==> config.mk <==
export PLATFORM = sky130hd
export DESIGN_NAME = selfid_seq_parser
export DESIGN_NICKNAME = d
export VERILOG_FILES = /design/src/rtl/selfid_pkg.sv /design/src/rtl/selfid_chain_check.sv /design/src/rtl/selfid_port_unpack.sv /design/src/rtl/selfid_seq_parser.sv
export SDC_FILE = /design/constraint.sdc
export NUM_CORES = 1
export LEC_CHECK = 0
export ABC_CLOCK_PERIOD_IN_PS = 3230
export BUFFER_PORTS_ARGS = -buffer_cell sky130_fd_sc_hd__buf_2
export CORE_ASPECT_RATIO = 0.6
export CORE_MARGIN = 2
export CORE_UTILIZATION = 35
export CTS_CLUSTER_DIAMETER = 80
export CTS_CLUSTER_SIZE = 8
export DETAILED_ROUTE_END_ITERATION = 10
export GPL_TIMING_DRIVEN = 0
export PLACE_DENSITY = 0.58
export SLEW_MARGIN = 40
export SYNTH_ARGS = -nofsm -noshare
export SYNTH_HDL_FRONTEND = slang
export SYNTH_SLANG_ARGS = --single-unit
==> constraint.sdc <==
create_clock -name clk -period 3.23 [get_ports clk]
set_input_delay 0.646 -clock clk [delete_from_list [all_inputs] [get_ports clk]]
set_output_delay 0.646 -clock clk [all_outputs]
set_load 0.005 [all_outputs]
==> src/rtl/selfid_pkg.sv <==
package selfid_pkg;

  localparam logic [1:0] KIND_SELF_ID = 2'd2;

  typedef enum logic [0:0] {PS_RUN, PS_DRAIN} parse_state_t;

  typedef struct packed {
    logic [5:0] phy_id;
    logic       link_active;
    logic [5:0] gap_count;
    logic [1:0] speed;
    logic       contender;
    logic [2:0] power_class;
    logic       init_reset;
  } node_hdr_t;

  // Number of 2-bit port slots a node of n quadlets can describe.
  function automatic int port_capacity(input int n);
    return 8 * n - 5;
  endfunction

  // Quadlet within the node that holds port p.
  function automatic int port_quad_idx(input int p);
    return (p + 5) / 8;
  endfunction

  // Low bit of port p's field inside its quadlet.
  function automatic int port_shift(input int p);
    return 16 - 2 * ((p + 5) % 8);
  endfunction

endpackage

==> src/rtl/selfid_chain_check.sv <==
module selfid_chain_check #(
  parameter int MAX_QUADS = 4,
  localparam int PW = $clog2(MAX_QUADS)
) (
  input  logic [1:0]    kind,
  input  logic          ext_flag,
  input  logic [2:0]    ext_seq,
  input  logic          more,
  input  logic [PW-1:0] pos,
  input  logic          last,
  output logic          bad,
  output logic          closes
);
  import selfid_pkg::*;

  logic [31:0] want_seq;
  logic        kind_bad, ext_bad, overrun;

  always_comb begin
    want_seq = 32'(pos) - 32'd1;
    kind_bad = (kind != KIND_SELF_ID);
    ext_bad  = (pos != '0) && (!ext_flag || (32'(ext_seq) != want_seq));
    overrun  = more && ((32'(pos) == MAX_QUADS - 1) || last);
    bad      = kind_bad || ext_bad || overrun;
    closes   = !more;
  end

endmodule

==> src/rtl/selfid_port_unpack.sv <==
module selfid_port_unpack #(
  parameter int MAX_QUADS = 4,
  localparam int PORTS = 8 * MAX_QUADS - 5,
  localparam int CW    = $clog2(MAX_QUADS + 1)
) (
  input  logic [MAX_QUADS-1:0][31:0] quads,
  input  logic [CW-1:0]              len,
  output logic [2*PORTS-1:0]         status
);
  import selfid_pkg::*;

  logic unused_quad_bits;
  assign unused_quad_bits = ^quads;

  for (genvar p = 0; p < PORTS; p++) begin : g_port
    localparam int QI = port_quad_idx(p);
    localparam int SH = port_shift(p);
    assign status[2*p +: 2] = (32'(QI) < 32'(len)) ? quads[QI][SH +: 2] : 2'b00;
  end

endmodule

==> src/rtl/selfid_seq_parser.sv <==
module selfid_seq_parser #(
  parameter int MAX_QUADS = 4
) (
  input  logic                                  clk,
  input  logic                                  rst_n,
  input  logic                                  in_valid,
  output logic                                  in_ready,
  input  logic [31:0]                           in_data,
  input  logic                                  in_last,
  input  logic                                  in_empty,
  output logic                                  done_o,
  output logic                                  err_o,
  output logic                                  nodata_o,
  output logic [$clog2(MAX_QUADS+1)-1:0]        seq_len_o,
  output logic [5:0]                            phy_id_o,
  output logic                                  link_active_o,
  output logic [5:0]                            gap_count_o,
  output logic [1:0]                            speed_o,
  output logic                                  contender_o,
  output logic [2:0]                            power_class_o,
  output logic                                  init_reset_o,
  output logic [2*(8*MAX_QUADS-5)-1:0]          port_status_o
);
  import selfid_pkg::*;

  localparam int PW    = $clog2(MAX_QUADS);
  localparam int CW    = $clog2(MAX_QUADS + 1);
  localparam int PORTS = port_capacity(MAX_QUADS);

  parse_state_t              state_q;
  logic [PW-1:0]             pos_q;
  logic [MAX_QUADS-1:0][31:0] quads_q;
  logic [CW-1:0]             len_q;
  logic                      ready_q, done_q, err_q, nodata_q;
  node_hdr_t                 hdr;

  // Named internal events, used by the bound checker.
  logic accept_w, bad_w, closes_w, draining_w;

  assign accept_w   = in_valid && in_ready;
  assign draining_w = (state_q == PS_DRAIN);

  selfid_chain_check #(.MAX_QUADS(MAX_QUADS)) u_chain (
    .kind     (in_data[31:30]),
    .ext_flag (in_data[23]),
    .ext_seq  (in_data[22:20]),
    .more     (in_data[0]),
    .pos      (pos_q),
    .last     (in_last),
    .bad      (bad_w),
    .closes   (closes_w)
  );

  always_ff @(posedge clk) begin
    if (!rst_n) begin
      state_q  <= PS_RUN;
      pos_q    <= '0;
      quads_q  <= '0;
      len_q    <= '0;
      ready_q  <= 1'b0;
      done_q   <= 1'b0;
      err_q    <= 1'b0;
      nodata_q <= 1'b0;
    end else begin
      ready_q  <= 1'b1;
      done_q   <= 1'b0;
      err_q    <= 1'b0;
      nodata_q <= 1'b0;
      if (accept_w) begin
        case (state_q)
          PS_DRAIN: begin
            if (in_last || in_empty) state_q <= PS_RUN;
          end
          default: begin
            if (in_empty) begin
              pos_q <= '0;
              if (pos_q == '0) nodata_q <= 1'b1;
              else             err_q    <= 1'b1;
            end else begin
              quads_q[pos_q] <= in_data;
              if (bad_w) begin
                err_q <= 1'b1;
                pos_q <= '0;
                if (!in_last) state_q <= PS_DRAIN;
              end else if (closes_w) begin
                done_q <= 1'b1;
                len_q  <= CW'(pos_q) + CW'(1);
                pos_q  <= '0;
              end else begin
                pos_q <= pos_q + PW'(1);
              end
            end
          end
        endcase
      end
    end
  end

  always_comb begin
    hdr.phy_id      = quads_q[0][29:24];
    hdr.link_active = quads_q[0][22];
    hdr.gap_count   = quads_q[0][21:16];
    hdr.speed       = quads_q[0][15:14];
    hdr.contender   = quads_q[0][11];
    hdr.power_class = quads_q[0][10:8];
    hdr.init_reset  = quads_q[0][1];
  end

  selfid_port_unpack #(.MAX_QUADS(MAX_QUADS)) u_ports (
    .quads  (quads_q),
    .len    (len_q),
    .status (port_status_o)
  );

  assign in_ready      = ready_q;
  assign done_o        = done_q;
  assign err_o         = err_q;
  assign nodata_o      = nodata_q;
  assign seq_len_o     = len_q;
  assign phy_id_o      = hdr.phy_id;
  assign link_active_o = hdr.link_active;
  assign gap_count_o   = hdr.gap_count;
  assign speed_o       = hdr.speed;
  assign contender_o   = hdr.contender;
  assign power_class_o = hdr.power_class;
  assign init_reset_o  = hdr.init_reset;

  localparam int UNUSED_PORTS = PORTS;

endmodule

# Word-level counts from Yosys, hierarchy flattened
# Index checks and enable logic that the tools add are counted.
# classes
add_sub_neg	3
magnitude_cmp	6
n_eq_ne	3
muxes	44
n_bitwise	6
reduce_logical	18
# op_table
op	count
bitwise mux 128 bit	1
demux 32 bit (select 2 bit)	1
two-way mux 2 bit	30
two-way mux 32 bit	1
!= test 3 x 32 -> 1 bit	1
two-way mux 1 bit	11
< comparator 1 x 3 -> 1 bit, first input constant	2
< comparator 2 x 3 -> 1 bit, first input constant	2
inverter 1 bit	6
logical OR 1 bit	5
AND reduction 5 bit	1
OR reduction 5 bit	1
logical AND 1 bit	4
OR reduction 4 bit	1
adder 2 x 1 -> 3 bit, second input constant	1
< comparator 2 x 3 -> 1 bit, second input constant	1
AND reduction 3 bit	1
OR reduction 3 bit	1
subtractor 2 x 1 -> 3 bit, second input constant	1
adder 2 x 1 -> 2 bit, second input constant	1
== test 2 bit, second input constant	1
greater-or-equal comparator 2 x 1 -> 1 bit, second input constant	1
zero test 2 bit	1
!= test 2 bit, second input constant	1
3 further kinds	3
# totals
register_bits	138
output_inout_bits	81

# Longest topological paths before layout
# logic_depth
ltp_word	9
depth_mapped	7
mapped_depth_nobuf	6

# Cells and area by module
# A second synthesis with hierarchy kept.
# unflattened
cells_unflattened	587
area_unflattened_um2	5805.6
# modules_own_cells
mod	n_inst	cells_each	area_each_um2	seq_area_each_um2
selfid_seq_parser	1	514	5253.8	2762.6
selfid_port_unpack	1	61	457.9	0.0
selfid_chain_check	1	12	93.8	0.0

# Worst setup path after synthesis
# Ideal clock, no wire load.
# synth_timing
kind	flip-flop to flip-flop
startpoint	register pos_q[0]
endpoint	register err_q (netlist: err_o)
setup_time_ns	0.116
arrival_time_ns	1.875
slack_ns	1.239
path_stages_with_launch	7
path_buffers	0
path_cell_list	dfxtp_1 > inv_1 > ha_1 > xor2_1 > a41oi_2 > or4_4 > and3b_1
# synth_between
elab_chain_cells	8
elab_cells_between_ends	14
classes_between	add/sub: 1; eq/ne: 2; mux: 3; reduce/logical: 8
# synth_rtl
item	line_no	source
from (decl)	selfid_seq_parser.sv:31	logic [PW-1:0] pos_q;
from (signal assigned)	selfid_seq_parser.sv:90	pos_q <= pos_q + PW'(1);
subtractor 2 x 1 -> 3 bit	selfid_chain_check.sv:20	want_seq = 32'(pos) - 32'd1;
named net u_chain.want_seq[0]	selfid_chain_check.sv:16	logic [31:0] want_seq;
!= test 3 x 32 -> 1 bit	selfid_chain_check.sv:22	ext_bad = (pos != '0) && (!ext_flag || (32'(ext_seq) != want_seq));
logical OR 1 bit	selfid_chain_check.sv:22	
logical AND 1 bit	selfid_chain_check.sv:22	
logical OR 1 bit (2 in series)	selfid_chain_check.sv:24	bad = kind_bad || ext_bad || overrun;
two-way mux 1 bit	selfid_seq_parser.sv:81	if (bad_w) begin
two-way mux 1 bit	selfid_seq_parser.sv:75	if (in_empty) begin
to (signal assigned)	selfid_seq_parser.sv:67	err_q <= 1'b0;
to (signal assigned)	selfid_seq_parser.sv:78	else err_q <= 1'b1;
to (signal assigned)	selfid_seq_parser.sv:82	err_q <= 1'b1;
to (decl)	selfid_seq_parser.sv:34	logic ready_q, done_q, err_q, nodata_q;
# The timed path passes the listed nets, and every way through them passes these cells.
# A chain may end at the register's enable or synchronous reset.

# Final worst setup path
# layout_timing
startpoint	register len_q[2] (netlist: seq_len_o[2])
endpoint	output port_status_o[14]
# layout_between
elab_chain_cells	2
# layout_rtl
item	line_no	source
from (decl)	selfid_seq_parser.sv:33	logic [CW-1:0] len_q;
from (signal assigned)	selfid_seq_parser.sv:87	len_q <= CW'(pos_q) + CW'(1);
< comparator 1 x 3 -> 1 bit	selfid_port_unpack.sv:18	assign status[2*p +: 2] = (32'(QI) < 32'(len)) ? quads[QI][SH +: 2] : 2'b00;
two-way mux 2 bit	selfid_port_unpack.sv:18	
to (decl)	selfid_seq_parser.sv:22	output logic [2*(8*MAX_QUADS-5)-1:0] port_status_o
# Every way passes these cells.

==> results.cfg <==
[synth]
synth_flop_cell = dfxtp_1
synth_top_cell_by_area = dfxtp_1
synth_area_mm2 = 0.00376
yosysTopAreaCellShare_pct = 44.7
yosysMostFrequentCell = nand2_1
synthCells = 457
synthesis.nets = 499
synth_seq_area_share_pct = 44.7
synth.distinct_cells = 29
synth.avg_cell_area_um2 = 8.23
ys_seq_elements = 84
async_reset_ff_share_pct = 0
netlist_top_cells_count = 163 x nand2_1, 84 x dfxtp_1, 71 x a21boi_0, 38 x nor2b_1, 22 x buf_4
synth_edf_count = 0
synth_area_leaders = dfxtp_1 45%, nand2_1 16%, a21boi_0 14%
yosys_warnings = 0

[sta]
drv_slew = 0
slew_headroom_pct = 53.0
worst_slew_pin_slew_ns = 0.705
clock.fmax_mhz = 360
min_period_ns = 2.78
setup_viol = 0
finClkSkew_ns = 0.00714
tns_ns = 0
finalCritPeriodShare_pct = 86.0
grt_setup_unrepaired = no
hold_viol_final = 0

[place]
post_dp_cell_area_mm2 = 0.00452
post-dp-hpwl_um = 8370
io_buffers = 117
numPlacedInstances = 713
place.gp.congestion = 0.784

[critical_path]
path_cells = clkbuf_1 > nor2_1 > clkbuf_1 > nor2b_1 > buf_2
start_kind = flop
cp.depth = 5
worstPathRequired_ns = 2.58
end_kind = output pin
slowest_delay_ns = 0.48
rr_worst_depth = 6
worstPathArrival_ns = 2.13
slowest_stage = nor2_1
critPathKind = reg2out
crit_top_cell = clkbuf_1
crit_buf_inv = 3
worstPathMaxFanout = 10
crit_family = buffers and inverters

[grt]
antenna_found_initial = 0
grt_pass1_wl_um = 16700
grt_max_degree = 15
grtUsageTotal_pct = 19.3
grt_overflow = 0
grt_pass1_vias = 3153

[power]
seq_power_share_pct = 46.1
clkPwrFrac_pct = 48.2
comb_power_share_pct = 5.8
switchingPower_w = 0.000507
power_density_mw_per_mm2 = 474
peakVddDrop_uv = 263
p_leak_nw = 2.01
switching_share_pct = 22.1
p_int_w = 0.00179

[clocking]
post_cts_buffers = 0
cts_resized = 0
htreeDepth = 3
cts_buffers = 9
cts_tree = yes
cts_max_path_buffers = 2
worstSkewPairLatency_ns = 0.34
clk_pin_slew_worst_paths_ns = 0.06
cts-hold-fix-buffers = 0
cts_sinks = 84
cts_root_buf = clkbuf_16

[final_layout]
insertedDiodeCount = 0
final_core_utilization_pct = 46.0
final_cells = 729
nets = 627
areaGrowthSynthToFinish_pct = 28.8
drive_above_1_share_pct = 29.3
design_area_mm2 = 0.00484

[floorplanning]
ios = 118
fp.dieArea_mm2 = 0.0116
fp.dieH_um = 84.3
design.core.area_mm2 = 0.0105
start_util_pct = 35.7
chipWidth_um = 138
num_rows = 29

[flow_run]
drv_cap = 0

[detailed_routing]
drtAntennaViolNets = 0
wl_um = 11000
route.detailed.drc = 0
via_per_inst = 4.58
wl_per_cell_um = 15.1
num_vias = 3336
drt_iter0_drc = 206
dr.pass1.iters = 4

[outcome]
outcome = finished clean

[hold_path]
min_path_cells = 2
min_path_type = reg2reg
state kept, by name (all words and copies together), names as in the netlist, 2 cells and up:
signal,cells
seq_len_o,3
pos_q,2
gap_count_o,6
phy_id_o,6
power_class_o,3
speed_o,2
quads_q,54
cells by family (layout without fill, tap and decap cells):
| family | after synthesis | after routing | synth area share (%) |
|---|---|---|---|
| xor+xnor | 2 | 2 | 0.466 |
| fa+ha+maj | 5 | 5 | 1.66 |
| flops | 84 | 84 | 44.7 |
| buf+inv | 47 | 180 | 7.22 |
| compound gates | 81 | 81 | 16.5 |
| mux | 3 | 3 | 0.799 |
| simple gates | 235 | 235 | 28.7 |
final cells by class:
type | instances | area [µm²]
multi-input combinational | 326 | 1810
buffer | 45 | 264
timing repair buffer | 117 | 586
clock buffer | 10 | 229
inverter | 2 | 7.51
sequential | 84 | 1680
tap | 139 | 174
clock inverter | 6 | 88.8
fill | 1065 | 5680
through the flow:
step                worst slack (ns)  hold WS, ns  power [W]
floorplan                       1.24        0.430    0.00114
global placement               0.801        0.435    0.00121
detailed placement             0.798        0.445    0.00121
CTS                            0.428        0.454    0.00231
global route                   0.301        0.477    0.00237
finish                         0.452        0.454    0.00229
layer usage:
layer  global-route usage, %  up-vias  routed length, µm  part of all wire (%)
met4                    5.84        0                160                   1.5
met3                    5.56       14                864                   7.8
met1                    28.7     1516               5540                    50
li1                        -     1700                  -                     -
met2                    26.8      106               4460                    40
met5                       0        -                  0                     0
power groups by stage:
stage,combinational (W),clock (W),sequential (W)
final,0.000132,0.00110,0.00106
after global routing,0.000145,0.00117,0.00106
after CTS,0.000134,0.00113,0.00106
after detailed placement,0.000133,0,0.00108
after global placement,0.000131,0,0.00108
after floorplan,0.0000633,0,0.00108
worst min-delay path: stages, from the launching register on:
cell and delay (ns):
dfxtp_1 0.31, nand2_1 0.05, a21boi_1 0.05
final timing paths:
check,start,end,slack (ns)
setup / recovery,seq_len_o[2],port_status_o[14],0.45
hold / removal,quads_q[108],quads_q[108],0.45
setup reg to reg,pos_q[0],err_o,0.99
hold reg to reg,quads_q[108],quads_q[108],0.45
placed cells by master, fill, tap and decap left out, types with 5 or more instances in the layout:
master / netlist / final
nand2_1: 163 / 163
clkbuf_1: 13 / 14
ha_1: 5 / 5
nor2b_1: 38 / 38
and2_1: 20 / 20
clkbuf_16: 0 / 9
dfxtp_1: 84 / 84
a21boi_0: 71 / 71
buf_2: 7 / 124
buf_4: 22 / 22
nor2_1: 5 / 5
Note: power is estimated with default switching activity, not from simulation.
